**src/rtl/cfg_seq_pkg.sv**
```systemverilog
package cfg_seq_pkg;

  typedef enum logic [2:0] {
    ST_IDLE    = 3'd0,
    ST_GATHER  = 3'd1,
    ST_WRITE   = 3'd2,
    ST_DONE    = 3'd3,
    ST_RELEASE = 3'd4,
    ST_ERROR   = 3'd5
  } seq_state_e;

  typedef struct packed {
    logic [15:0] addr;
    logic [31:0] data;
  } cfg_entry_t;

  // Table entry i; the final index is the initialization-continue write.
  function automatic cfg_entry_t table_entry(
    input int unsigned idx,
    input int unsigned count,
    input logic [15:0] base,
    input logic [15:0] step,
    input logic [31:0] seed,
    input logic [15:0] ic_addr,
    input logic [31:0] ic_data
  );
    cfg_entry_t e;
    if (idx == count - 1) begin
      e.addr = ic_addr;
      e.data = ic_data;
    end else begin
      e.addr = base + 16'(idx) * step;
      e.data = seed ^ (32'(idx) * 32'h0101_0101);
    end
    return e;
  endfunction

endpackage

```
**src/rtl/cfg_req_gather.sv**
```systemverilog
module cfg_req_gather #(
  parameter int N_LINKS = 3
) (
  input  logic [N_LINKS-1:0] req_i,
  input  logic [N_LINKS-1:0] en_i,
  output logic               all_req_o,
  output logic               any_req_o
);

  function automatic logic every_enabled_set(input logic [N_LINKS-1:0] r,
                                             input logic [N_LINKS-1:0] m);
    return (m != '0) && ((r & m) == m);
  endfunction

  assign all_req_o = every_enabled_set(req_i, en_i);
  assign any_req_o = |(req_i & en_i);

endmodule

```
**src/rtl/cfg_table_rom.sv**
```systemverilog
module cfg_table_rom #(
  parameter int          N_ENTRIES      = 4,
  parameter int          IDXW           = 2,
  parameter logic [15:0] ADDR_BASE      = 16'h0280,
  parameter logic [15:0] ADDR_STEP      = 16'h0004,
  parameter logic [31:0] DATA_SEED      = 32'hC0DE_0000,
  parameter logic [15:0] INIT_CONT_ADDR = 16'h00ED,
  parameter logic [31:0] INIT_CONT_DATA = 32'h0000_0001
) (
  input  logic [IDXW-1:0]           idx_i,
  output cfg_seq_pkg::cfg_entry_t   entry_o
);
  import cfg_seq_pkg::*;

  cfg_entry_t tbl [N_ENTRIES];

  for (genvar g = 0; g < N_ENTRIES; g++) begin : g_entry
    assign tbl[g] = table_entry(g, N_ENTRIES, ADDR_BASE, ADDR_STEP,
                                DATA_SEED, INIT_CONT_ADDR, INIT_CONT_DATA);
  end

  always_comb begin
    entry_o = '0;
    for (int k = 0; k < N_ENTRIES; k++) begin
      if (idx_i == IDXW'(k)) entry_o = tbl[k];
    end
  end

endmodule

```
**src/rtl/cfg_write_issuer.sv**
```systemverilog
module cfg_write_issuer #(
  parameter int MAX_RETRY = 2,
  parameter int RETW      = 2
) (
  input  logic clk,
  input  logic rst_n,
  input  logic active_i,
  input  logic cmd_ready_i,
  input  logic rsp_valid_i,
  input  logic rsp_err_i,
  output logic cmd_valid_o,
  output logic write_ok_o,
  output logic write_fail_o
);

  logic            wait_rsp;
  logic [RETW-1:0] retry_q;
  logic            exhausted;
  logic            rsp_seen;

  function automatic logic [RETW-1:0] retry_bump(input logic [RETW-1:0] r);
    return r + RETW'(1);
  endfunction

  assign exhausted    = (retry_q == RETW'(MAX_RETRY));
  assign rsp_seen     = active_i && wait_rsp && rsp_valid_i;
  assign cmd_valid_o  = active_i && !wait_rsp;
  assign write_ok_o   = rsp_seen && !rsp_err_i;
  assign write_fail_o = rsp_seen && rsp_err_i && exhausted;

  always_ff @(posedge clk or negedge rst_n) begin
    if (!rst_n) begin
      wait_rsp <= 1'b0;
      retry_q  <= '0;
    end else if (!active_i) begin
      wait_rsp <= 1'b0;
      retry_q  <= '0;
    end else if (!wait_rsp) begin
      if (cmd_ready_i) wait_rsp <= 1'b1;
    end else if (rsp_valid_i) begin
      wait_rsp <= 1'b0;
      if (!rsp_err_i)      retry_q <= '0;
      else if (!exhausted) retry_q <= retry_bump(retry_q);
    end
  end

endmodule

```
**src/rtl/link_cfg_seq.sv**
```systemverilog
module link_cfg_seq #(
  parameter int          N_LINKS        = 3,
  parameter int          N_ENTRIES      = 4,
  parameter int          MAX_RETRY      = 2,
  parameter logic [15:0] ADDR_BASE      = 16'h0280,
  parameter logic [15:0] ADDR_STEP      = 16'h0004,
  parameter logic [31:0] DATA_SEED      = 32'hC0DE_0000,
  parameter logic [15:0] INIT_CONT_ADDR = 16'h00ED,
  parameter logic [31:0] INIT_CONT_DATA = 32'h0000_0001,
  localparam int         IDXW           = (N_ENTRIES > 1) ? $clog2(N_ENTRIES) : 1
) (
  input  logic               clk,
  input  logic               rst_n,
  input  logic [N_LINKS-1:0] link_req_i,
  input  logic [N_LINKS-1:0] link_en_i,
  output logic [N_LINKS-1:0] link_done_o,
  output logic               cmd_valid_o,
  input  logic               cmd_ready_i,
  output logic [15:0]        cmd_addr_o,
  output logic [31:0]        cmd_data_o,
  input  logic               rsp_valid_i,
  input  logic               rsp_err_i,
  output logic               err_o,
  output logic [2:0]         stat_state_o,
  output logic [IDXW-1:0]    stat_index_o
);
  import cfg_seq_pkg::*;

  localparam int RETW = (MAX_RETRY > 0) ? $clog2(MAX_RETRY + 1) : 1;

  seq_state_e         st_q, st_n;
  logic [IDXW-1:0]    idx_q, idx_n;
  logic [N_LINKS-1:0] en_snap, snap_n;
  logic               all_req, any_req;
  logic               write_ok, write_fail;
  logic               writing;
  logic               done_phase;
  logic               snap_busy;
  cfg_entry_t         cur_entry;

  function automatic logic is_last(input logic [IDXW-1:0] i);
    return i == IDXW'(N_ENTRIES - 1);
  endfunction

  function automatic logic [IDXW-1:0] idx_step(input logic [IDXW-1:0] i);
    return i + IDXW'(1);
  endfunction

  cfg_req_gather #(.N_LINKS(N_LINKS)) u_gather (
    .req_i     (link_req_i),
    .en_i      (link_en_i),
    .all_req_o (all_req),
    .any_req_o (any_req)
  );

  cfg_table_rom #(
    .N_ENTRIES      (N_ENTRIES),
    .IDXW           (IDXW),
    .ADDR_BASE      (ADDR_BASE),
    .ADDR_STEP      (ADDR_STEP),
    .DATA_SEED      (DATA_SEED),
    .INIT_CONT_ADDR (INIT_CONT_ADDR),
    .INIT_CONT_DATA (INIT_CONT_DATA)
  ) u_rom (
    .idx_i   (idx_q),
    .entry_o (cur_entry)
  );

  cfg_write_issuer #(.MAX_RETRY(MAX_RETRY), .RETW(RETW)) u_issuer (
    .clk          (clk),
    .rst_n        (rst_n),
    .active_i     (writing),
    .cmd_ready_i  (cmd_ready_i),
    .rsp_valid_i  (rsp_valid_i),
    .rsp_err_i    (rsp_err_i),
    .cmd_valid_o  (cmd_valid_o),
    .write_ok_o   (write_ok),
    .write_fail_o (write_fail)
  );

  assign writing    = (st_q == ST_WRITE);
  assign done_phase = (st_q == ST_DONE) || (st_q == ST_RELEASE);
  assign snap_busy  = |(link_req_i & en_snap);

  always_comb begin
    st_n   = st_q;
    idx_n  = idx_q;
    snap_n = en_snap;
    unique case (st_q)
      ST_IDLE, ST_GATHER: begin
        if (all_req) begin
          st_n   = ST_WRITE;
          idx_n  = '0;
          snap_n = link_en_i;
        end else if (any_req) begin
          st_n = ST_GATHER;
        end else begin
          st_n = ST_IDLE;
        end
      end
      ST_WRITE: begin
        if (write_fail) begin
          st_n = ST_ERROR;
        end else if (write_ok) begin
          if (is_last(idx_q)) st_n = ST_DONE;
          else                idx_n = idx_step(idx_q);
        end
      end
      ST_DONE:    st_n = ST_RELEASE;
      ST_RELEASE: if (!snap_busy) st_n = ST_IDLE;
      ST_ERROR:   st_n = ST_ERROR;
      default:    st_n = ST_IDLE;
    endcase
  end

  always_ff @(posedge clk or negedge rst_n) begin
    if (!rst_n) begin
      st_q    <= ST_IDLE;
      idx_q   <= '0;
      en_snap <= '0;
    end else begin
      st_q    <= st_n;
      idx_q   <= idx_n;
      en_snap <= snap_n;
    end
  end

  for (genvar l = 0; l < N_LINKS; l++) begin : g_done
    assign link_done_o[l] = done_phase && en_snap[l];
  end

  assign cmd_addr_o   = cur_entry.addr;
  assign cmd_data_o   = cur_entry.data;
  assign err_o        = (st_q == ST_ERROR);
  assign stat_state_o = st_q;
  assign stat_index_o = idx_q;

endmodule

```
**config.mk**
```make
export PLATFORM = sky130hd
export DESIGN_NAME = link_cfg_seq
export DESIGN_NICKNAME = d
export VERILOG_FILES = /design/src/rtl/cfg_seq_pkg.sv /design/src/rtl/cfg_req_gather.sv /design/src/rtl/cfg_table_rom.sv /design/src/rtl/cfg_write_issuer.sv /design/src/rtl/link_cfg_seq.sv
export SDC_FILE = /design/constraint.sdc
export NUM_CORES = 1
export LEC_CHECK = 0
export CORE_UTILIZATION = 60
export DETAILED_ROUTE_END_ITERATION = 6
export DONT_BUFFER_PORTS = 1
export GPL_TIMING_DRIVEN = 1
export PLACE_DENSITY = 0.74
export SLEW_MARGIN = 20
export SYNTH_ARGS = -nofsm -noshare
export SYNTH_HDL_FRONTEND = slang
export SYNTH_HIERARCHICAL = 1
export SYNTH_SLANG_ARGS = --single-unit
```
**constraint.sdc**
```tcl
create_clock -name clk -period 2.27 [get_ports clk]
set_clock_uncertainty 0.15 [all_clocks]
set_input_delay 0.227 -clock clk [delete_from_list [all_inputs] [get_ports clk]]
set_output_delay 0.227 -clock clk [all_outputs]
set_load 0.01 [all_outputs]
```
==> results of run 1 <==
## placed cells by master, fill, tap and decap left out, drive strengths merged, types with 2 or more instances in the layout
cell	count
o22ai	2
ha	2
nor2b	5
mux2i	4
dfrtp	11
nor2	5
dlygate4sd3	5
o21ai	2
and2b	2
buf	3
conb	27
and2	6
clkbuf	4
inv	6
mux2	3
nand2	8
nand3	2
## kinds of logic after synthesis
family	share of synthesized area
adder cells (fa/ha/maj)	0.0235
buffers and inverters	0.343
AO/OA/AOI/OAI	0.0881
AND/OR/NAND/NOR	0.200
other	0.00705
flip-flops	0.259
multiplexers	0.0799
## where the power goes
part	switching, uW	internal, uW
logic	163	168
clock network	71.1	68.2
registers	80.2	253
total	315	489
## how the worst max path moves through the flow
stage / slack (ns) / cells past startpoint / to / start
after global placement: 0.44 / 7 / stat_index_o[0]$_DFFE_PN0P_ / u_issuer/retry_q[0]$_DFFE_PN0P_
after detailed placement: 0.28 / 7 / stat_index_o[0]$_DFFE_PN0P_ / u_issuer/retry_q[0]$_DFFE_PN0P_
final: 0.25 / 7 / stat_index_o[0]$_DFFE_PN0P_ / u_issuer/retry_q[0]$_DFFE_PN0P_
after CTS: 0.26 / 7 / stat_index_o[0]$_DFFE_PN0P_ / u_issuer/retry_q[0]$_DFFE_PN0P_
after global routing: 0.19 / 7 / stat_index_o[0]$_DFFE_PN0P_ / u_issuer/retry_q[0]$_DFFE_PN0P_
after floorplan: 0.41 / 7 / stat_index_o[0]$_DFFE_PN0P_ / stat_state_o[2]$_DFFE_PN0P_
## cell type report
cell class,instances,area (sq um),area share
Clock buffer,4,26.3,0.0281
Multi-Input combinational cell,84,518,0.554
Inverter,6,22.5,0.0241
Sequential cell,11,275,0.295
Timing Repair Buffer,8,72.6,0.0776
Tap cell,16,20.0,0.0214
## per-stage QoR
stage / util / cell area [sq um] / total power [uW] / setup slack (ns)
after floorplan: - / 1160 / 647 / 0.412
after global placement: 0.544 / 858 / 646 / 0.444
after detailed placement: 0.544 / 858 / 658 / 0.285
after CTS: 0.593 / 935 / 813 / 0.264
after global routing: 0.593 / 935 / 868 / 0.187
final: 0.593 / 935 / 804 / 0.253
## sequential cells by signal, indices dropped and copies added, names as in the netlist
name               count
stat_index_o           2
stat_state_o           3
u_issuer/retry_q       2
en_snap                3
u_issuer/wait_rsp      1
## repair_timing
item / 4_1_cts / 5_1_grt
hold buffers: 5 / 0
endpoints found under the setup margin: 0 / 0
hold endpoints to repair: 16 / 0
## per-layer routing
| layer | vias to the layer above | track usage |
|---|---|---|
| met3 | 7 | 0.0531 |
| met2 | 42 | 0.318 |
| met4 | 0 | 0.145 |
| li1 | 311 | - |
| met5 | - | 0 |
| met1 | 309 | 0.183 |
## synth_stat cells (2+ instances only)
library cell | n | area, sq um
and2_1 | 5 | 31.3
and2b_2 | 2 | 17.5
buf_4 | 41 | 308
buf_6 | 2 | 22.5
clkbuf_1 | 2 | 7.51
conb_1 | 2 | 7.51
dfrtp_1 | 11 | 275
ha_1 | 2 | 25.0
inv_1 | 6 | 22.5
mux2_4 | 3 | 45.0
mux2i_1 | 4 | 40.0
nand2_1 | 7 | 26.3
nand3_1 | 2 | 10.0
nor2_1 | 5 | 18.8
nor2b_1 | 5 | 31.3
o21ai_0 | 2 | 10.0
o22ai_1 | 2 | 12.5
==> metrics.txt, run 1 <==
Setup CP Type reg2reg; metal2 WL 835 um; largest net degree at the start of global routing 12; # IOs 69; cts bufs inserted 3; Leakage Power 0.000467 uW; post-synthesis cell type count 36; highest metal used met4; Slew HR 0.609; final hold violation count 0; failing checks design-rule violations; gr usage total 0.184; CP Capture Type flip-flop; Max Cap Viol 0; # diodes 0; Worst-path clk slew 0.08 ns; Max Clock Freq 496 MHz; Final ANT Viol Nets 0; slew of the pin with the lowest slew margin slightly below 0.6 ns; Period Utilization, post-route 0.888; met1 wire length between 600 and 700 um; yosys synthesis warning count 6; worst reg2reg setup slack about 0.25 ns; Avg Cell Area, Syn roughly 8.7 sq um; vias in the first global route 634; row cnt 14; Worst EP arrival 2.01 ns; worst path buffer plus inverter count 1; root buffer cell clkbuf_4; fin cells 129; RePlAce Congestion about 0.7; WHS a little under 0.01 ns; Synth Register Bits 11; Final #Nets 127; worst r2r path cells 7; deepest clock path buffer count 2; metal3 WL 135 um; initial core utilization 0.675; wire length of the first global-routing pass 2550 um; slowest cell on the critical path nor4b_1; synth-to-layout area growth -12.2%; worst hold path depth 2; Pwr per Cell Area 860 nW/um^2; Worst Path Required between 2 and 2.5 ns; Initial DRC Count 23; initial antenna violation count 0; minimum clock period after layout 2.02 ns; Die Span Y ~44 um; CP top delay family simple AND/OR/NAND/NOR gates; CTS tree done; Final setup viols 0; Crit Reg-Reg Endpoint stat_index_o[0]$_DFFE_PN0P_; mapped cell area 1060 sq um; final WL 1680 um; PortBufs 0; share of layout cells above drive strength 1 0.133; Max IR drop VDD 0.000528 V; sequential-to-total area share from yosys stat 0.259; H-tree lvl count 1; Most used DFF post-synth dfrtp_1; Core ar. 1580 sq um; worst-path cell chain inv_1 -> ha_1 -> and2_1 -> nor2b_1 -> nor4b_1 -> nand3b_1 -> mux2i_1; RSZ-0062 raised after global routing no; Post-synth EDFFs 0; chip width 44.1 um; die area 1950 sq um; Worst-Skew Late Latency 0.28 ns; post-DP HPWL 1290 um; post-CTS setup buffer count 0; hold path endpoint u_issuer/retry_q[0]$_DFFE_PN0P_; Vias/cell 5.19; GR Overflow Total 0; Synth Instances 122; worst min-delay path category in2reg; # fillers 152; Worst path max stage delay 0.41 ns; Crit Path Max Fanout 3; setup TNS 0 ns; status complete, but fails checks; via count ~670; wire per inst 13.0 um; r2r startpoint u_issuer/retry_q[0]$_DFFE_PN0P_; Placed Cells incl. Taps 120; Clock Sink Count 11; post-CTS resize count 0; first drt pass iteration count 6; DRC 8; Post-synth ARST share 1.00; pins over their slew limit 0; hold_sp rsp_valid_i; crit path launch type flip-flop
No activity file was read; power rests on OpenSTA's default activity.
==> run 2: changes to the inputs <==
Settings changed: CORE_MARGIN set to 5.
==> metrics.txt, run 2 (synthesis gave the netlist of run 1 again) <==
status completed (was complete, but fails checks); deepest clock path buffer count 2 (unchanged); wire length of the first global-routing pass 2700 um (was 2550 um); most frequent cells in the layout conb_1 (27), dfrtp_1 (11), nand2_1 (7) (unchanged); root buffer cell clkbuf_4 (unchanged); initial core utilization 0.623 (was 0.675); Die Span Y 52.1 um (was 44.1 um); Max Cap Viol 0 (unchanged); chip width 52.1 um (was 44.1 um); Initial DRC Count 11 (was 23); # diodes 0 (unchanged); Worst-path clk slew 0.07 ns (was 0.08 ns); Final #Nets 127 (unchanged); Max Clock Freq 517 MHz (was 496 MHz); r2r startpoint u_issuer/retry_q[0]$_DFFE_PN0P_ (unchanged); worst min-delay path category in2reg (unchanged); RePlAce Congestion 0.735 (was 0.706); CP Capture Type flip-flop (unchanged); Slew HR 0.613 (was 0.609); vias in the first global route 676 (was 634); setup TNS 0 ns (unchanged); via count 665 (was 669); post-CTS setup buffer count 0 (unchanged); final worst-path setup slack 0.336 ns (was 0.253 ns); share of layout cells above drive strength 1 0.133 (unchanged); Setup CP Type reg2reg (unchanged); Pwr per Cell Area 838 nW/um^2 (was 860 nW/um^2); GR Overflow Total 0 (unchanged); hold_sp rsp_valid_i (unchanged); slew of the pin with the lowest slew margin 0.580 ns (was 0.586 ns); H-tree lvl count 1 (unchanged); Leakage Power 0.000467 uW (unchanged); post-DP HPWL 1430 um (was 1290 um); wire per inst 13.1 um (was 13.0 um); Final setup viols 0 (unchanged); # IOs 69 (unchanged); Post-CTS Hold Fix Bufs 5 (unchanged); post-CTS resize count 0 (unchanged); Tot Pwr 792 uW (was 804 uW); most common cell after layout, fill and taps aside conb_1 (unchanged); largest net degree at the start of global routing 12 (unchanged); row cnt 15 (was 14); initial antenna violation count 0 (unchanged); Clock Sink Count 11 (unchanged); worst r2r path cells 7 (unchanged); final hold violation count 0 (unchanged); final WL 1800 um (was 1680 um); crit path from u_issuer/retry_q[0]$_DFFE_PN0P_ (unchanged); first drt pass iteration count 4 (was 6); Worst Path Required 2.25 ns (was 2.26 ns); gr usage total 0.134 (was 0.184); post-layout util 0.554 (was 0.593); die area 2720 sq um (was 1950 sq um); DRC 0 (was 8); Period Utilization, post-route 0.852 (was 0.888); Vias/cell 4.82 (was 5.19); post-place setup slack 0.332 ns (was 0.285 ns); Worst EP arrival 1.91 ns (was 2.01 ns); pins over their slew limit 0 (unchanged); Max IR drop VDD 0.000410 V (was 0.000528 V); Core ar. 1710 sq um (was 1580 sq um); Crit Path Max Fanout 3 (unchanged); Final ANT Viol Nets 0 (unchanged); minimum clock period after layout 1.93 ns (was 2.02 ns); Worst-Skew Late Latency 0.27 ns (was 0.28 ns); cts bufs inserted 3 (unchanged); worst hold path depth 2 (unchanged); RSZ-0062 raised after global routing no (unchanged); crit path launch type flip-flop (unchanged); PortBufs 0 (unchanged); CTS tree done (unchanged); synth-to-layout area growth -11.2% (was -12.2%)
[run 2: cell counts in the layout (fill, tap and decap cells not counted)]
No cell type changed its count.
[run 2: metal layers]
metal | vias up | share of wire | global-route usage
met2 | 45 | 0.52 | 0.241
met1 | 303 | 0.34 | 0.134
met5 | - | 0 | 0
met4 | 0 | 0.017 | 0.0830
met3 | 4 | 0.12 | 0.0372
li1 | 313 | - | -
[run 2: cell type report]
type,count,area [sq um]
Sequential cell,11,275
Timing Repair Buffer,8,72.6
Inverter,6,22.5
Multi-Input combinational cell,84,518
Tap cell,25,31.3
Fill cell,169,762
Clock buffer,4,26.3
[run 2: final timing paths]
path,to,slack (ns)
worst min-delay path,u_issuer/retry_q[0]$_DFFE_PN0P_,0.01
worst min register to register,en_snap[1]$_DFFE_PN0P_,0.39
worst max register to register,stat_index_o[0]$_DFFE_PN0P_,0.34
max in group asynchronous,stat_state_o[1]$_DFFE_PN0P_,1.43
worst max-delay path,stat_index_o[0]$_DFFE_PN0P_,0.34
min in group asynchronous,u_issuer/wait_rsp$_DFF_PN0_,0.21
[run 2: per-stage QoR]
stage | instance area, sq um | hold WS [ns] | instances
2_1_floorplan | 1160 | -0.219 | 147
3_3_place_gp | 870 | -0.218 | 129
3_5_place_dp | 870 | -0.218 | 129
4_1_cts | 946 | 0.00890 | 138
5_1_grt | 946 | 0.0217 | 138
6_report | 946 | 0.0124 | 138
[run 2: worst max-delay path, stage by stage, from the launching register on]
cell and delay (ns):
dfrtp_1 0.35, inv_1 0.06, ha_1 0.21, and2_1 0.18, nor2b_1 0.15, nor4b_1 0.35, nand3b_1 0.20, mux2i_1 0.15
[run 2: power by group]
group	leakage, uW	switching, uW	internal (uW)	total (uW)
registers	0.000142	76.9	253	330
logic	0.000310	164	168	332
clock network	0.0000150	62.5	68.0	130
total	0.000467	304	489	792
==> run 3: changes to the inputs <==
Settings changed: CORE_ASPECT_RATIO set to 1.4, CORE_UTILIZATION 60 to 30, PLACE_DENSITY 0.74 to 0.42.
==> metrics.txt, run 3 (synthesis gave the netlist of run 1 again) <==
status completed (unchanged); synth-to-layout area growth -7.87% (was -11.2%); Slew HR 0.616 (was 0.613); Clock Sink Count 11 (unchanged); worst r2r path cells 6 (was 7); # diodes 0 (unchanged); Final #Nets 127 (unchanged); initial core utilization 0.312 (was 0.623); Initial DRC Count 15 (was 11); Placed Cells incl. Taps 145 (was 129); Core ar. 3410 sq um (was 1710 sq um); Period Utilization, post-route 0.852 (about the same); WHS 0.0292 ns (was 0.0124 ns); Crit Reg-Reg Endpoint stat_index_o[1]$_DFFE_PN0P_ (was stat_index_o[0]$_DFFE_PN0P_); worst hold path depth 3 (was 2); root buffer cell clkbuf_8 (was clkbuf_4); cts bufs inserted 3 (unchanged); fin cells 153 (was 138); Worst-Skew Late Latency 0.23 ns (was 0.27 ns); r2r startpoint stat_state_o[0]$_DFFE_PN0P_ (was u_issuer/retry_q[0]$_DFFE_PN0P_); Crit Path Max Fanout 8 (was 3); hold path endpoint stat_state_o[0]$_DFFE_PN0P_ (was u_issuer/retry_q[0]$_DFFE_PN0P_); Worst-path clk slew 0.05 ns (was 0.07 ns); slew of the pin with the lowest slew margin 0.575 ns (was 0.580 ns); GR Overflow Total 0 (unchanged); share of layout cells above drive strength 1 0.142 (was 0.133); worst min-delay path category in2reg (unchanged); Setup CP Type reg2reg (unchanged); hold_sp rsp_err_i (was rsp_valid_i); gr usage total 0.0834 (was 0.134); wire per inst 13.5 um (was 13.1 um); Final setup viols 0 (unchanged); most frequent cells in the layout conb_1 (27), dfrtp_1 (11), nand2_1 (7) (unchanged); RSZ-0062 raised after global routing no (unchanged); post-CTS setup buffer count 0 (unchanged); Max IR drop VDD 0.000286 V (was 0.000410 V); crit path launch type flip-flop (unchanged); Worst Path Required 2.28 ns (was 2.25 ns); Tot Pwr 878 uW (was 792 uW); wire length of the first global-routing pass 3050 um (was 2700 um); minimum clock period after layout 1.94 ns (was 1.93 ns); setup TNS 0 ns (unchanged); CTS tree done (unchanged); H-tree lvl count 1 (unchanged); Pwr per Cell Area 896 nW/um^2 (was 838 nW/um^2); most common cell after layout, fill and taps aside conb_1 (unchanged); deepest clock path buffer count 2 (unchanged); worst reg2reg setup slack 0.33 ns (was 0.34 ns); post-DP HPWL 1640 um (was 1430 um); PortBufs 0 (unchanged); largest net degree at the start of global routing 12 (unchanged); chip width 60.4 um (was 52.1 um); Leakage Power 0.000476 uW (was 0.000467 uW); # fillers 386 (was 169); Die Span Y 80.5 um (was 52.1 um); Vias/cell 4.35 (was 4.82); final WL 2060 um (was 1800 um); CP Capture Type flip-flop (unchanged); vias in the first global route 654 (was 676); final hold violation count 0 (unchanged); DRC 0 (unchanged); row cnt 25 (was 15); first drt pass iteration count 4 (unchanged); RePlAce Congestion 0.733 (was 0.735); # IOs 69 (unchanged); Worst EP arrival 1.94 ns (was 1.91 ns); pins over their slew limit 0 (unchanged); die area 4860 sq um (was 2720 sq um); Max Cap Viol 0 (unchanged); Final ANT Viol Nets 0 (unchanged); Max Clock Freq 517 MHz (about the same); via count 665 (unchanged); initial antenna violation count 0 (unchanged)
run 3: cell count changes in the layout (fill, tap and decap cells not counted):
| cell | previous run | this run |
|---|---|---|
| buf_4 | 3 | 4 |
| clkbuf_4 | 3 | 0 |
| clkbuf_8 | 0 | 3 |
| dlygate4sd3_1 | 5 | 4 |
run 3: how the worst max path moves through the flow:
stage                                           start                           to  slack, ns
after floorplan           stat_state_o[2]$_DFFE_PN0P_  stat_index_o[0]$_DFFE_PN0P_       0.41
after global placement    stat_state_o[0]$_DFFE_PN0P_  stat_index_o[1]$_DFFE_PN0P_       0.31
after detailed placement  stat_state_o[0]$_DFFE_PN0P_  stat_index_o[1]$_DFFE_PN0P_       0.27
after CTS                 stat_state_o[0]$_DFFE_PN0P_  stat_index_o[1]$_DFFE_PN0P_       0.26
after global routing      stat_state_o[0]$_DFFE_PN0P_  stat_index_o[1]$_DFFE_PN0P_       0.09
final                     stat_state_o[0]$_DFFE_PN0P_  stat_index_o[1]$_DFFE_PN0P_       0.33
run 3: worst max-delay path, stage by stage (launching register included):
cell      delay [ns]
dfrtp_1         0.49
nor3b_1         0.42
nand3_1         0.17
nor2b_1         0.19
nor4b_1         0.09
nand3b_1        0.16
mux2i_1         0.20
run 3: repair_timing:
action                    in CTS  in global routing
hold buffers                   4                  0
gates resized for setup        0                  0
hold endpoints to repair      14                  0
run 3: cell type report:
cell class	count	area, sq um	area share
Sequential cell	11	275	0.281
Inverter	6	22.5	0.0230
Clock buffer	4	45.0	0.0459
Tap cell	40	50.0	0.0510
Timing Repair Buffer	8	70.1	0.0714
Multi-Input combinational cell	84	518	0.528
run 3: routing by layer:
metal  GRT usage  wire, um  share of wire
met2       0.153      1110           0.54
met1      0.0795       680           0.33
met3      0.0305       244           0.12
met4      0.0377        20         0.0097
met5           0         0              0
run 3: power by group:
part	internal, uW	switching, uW	total [uW]
Combinational	174	192	367
Clock	123	74.0	197
Sequential	254	60.7	314
run 3: per-stage QoR:
step / util / worst slack (ns) / area (sq um)
finish: 0.288 / 0.335 / 981
CTS: 0.288 / 0.260 / 981
detailed placement: 0.263 / 0.270 / 896
global route: 0.288 / 0.0940 / 981
floorplan: - / 0.412 / 1160
global placement: 0.263 / 0.309 / 896
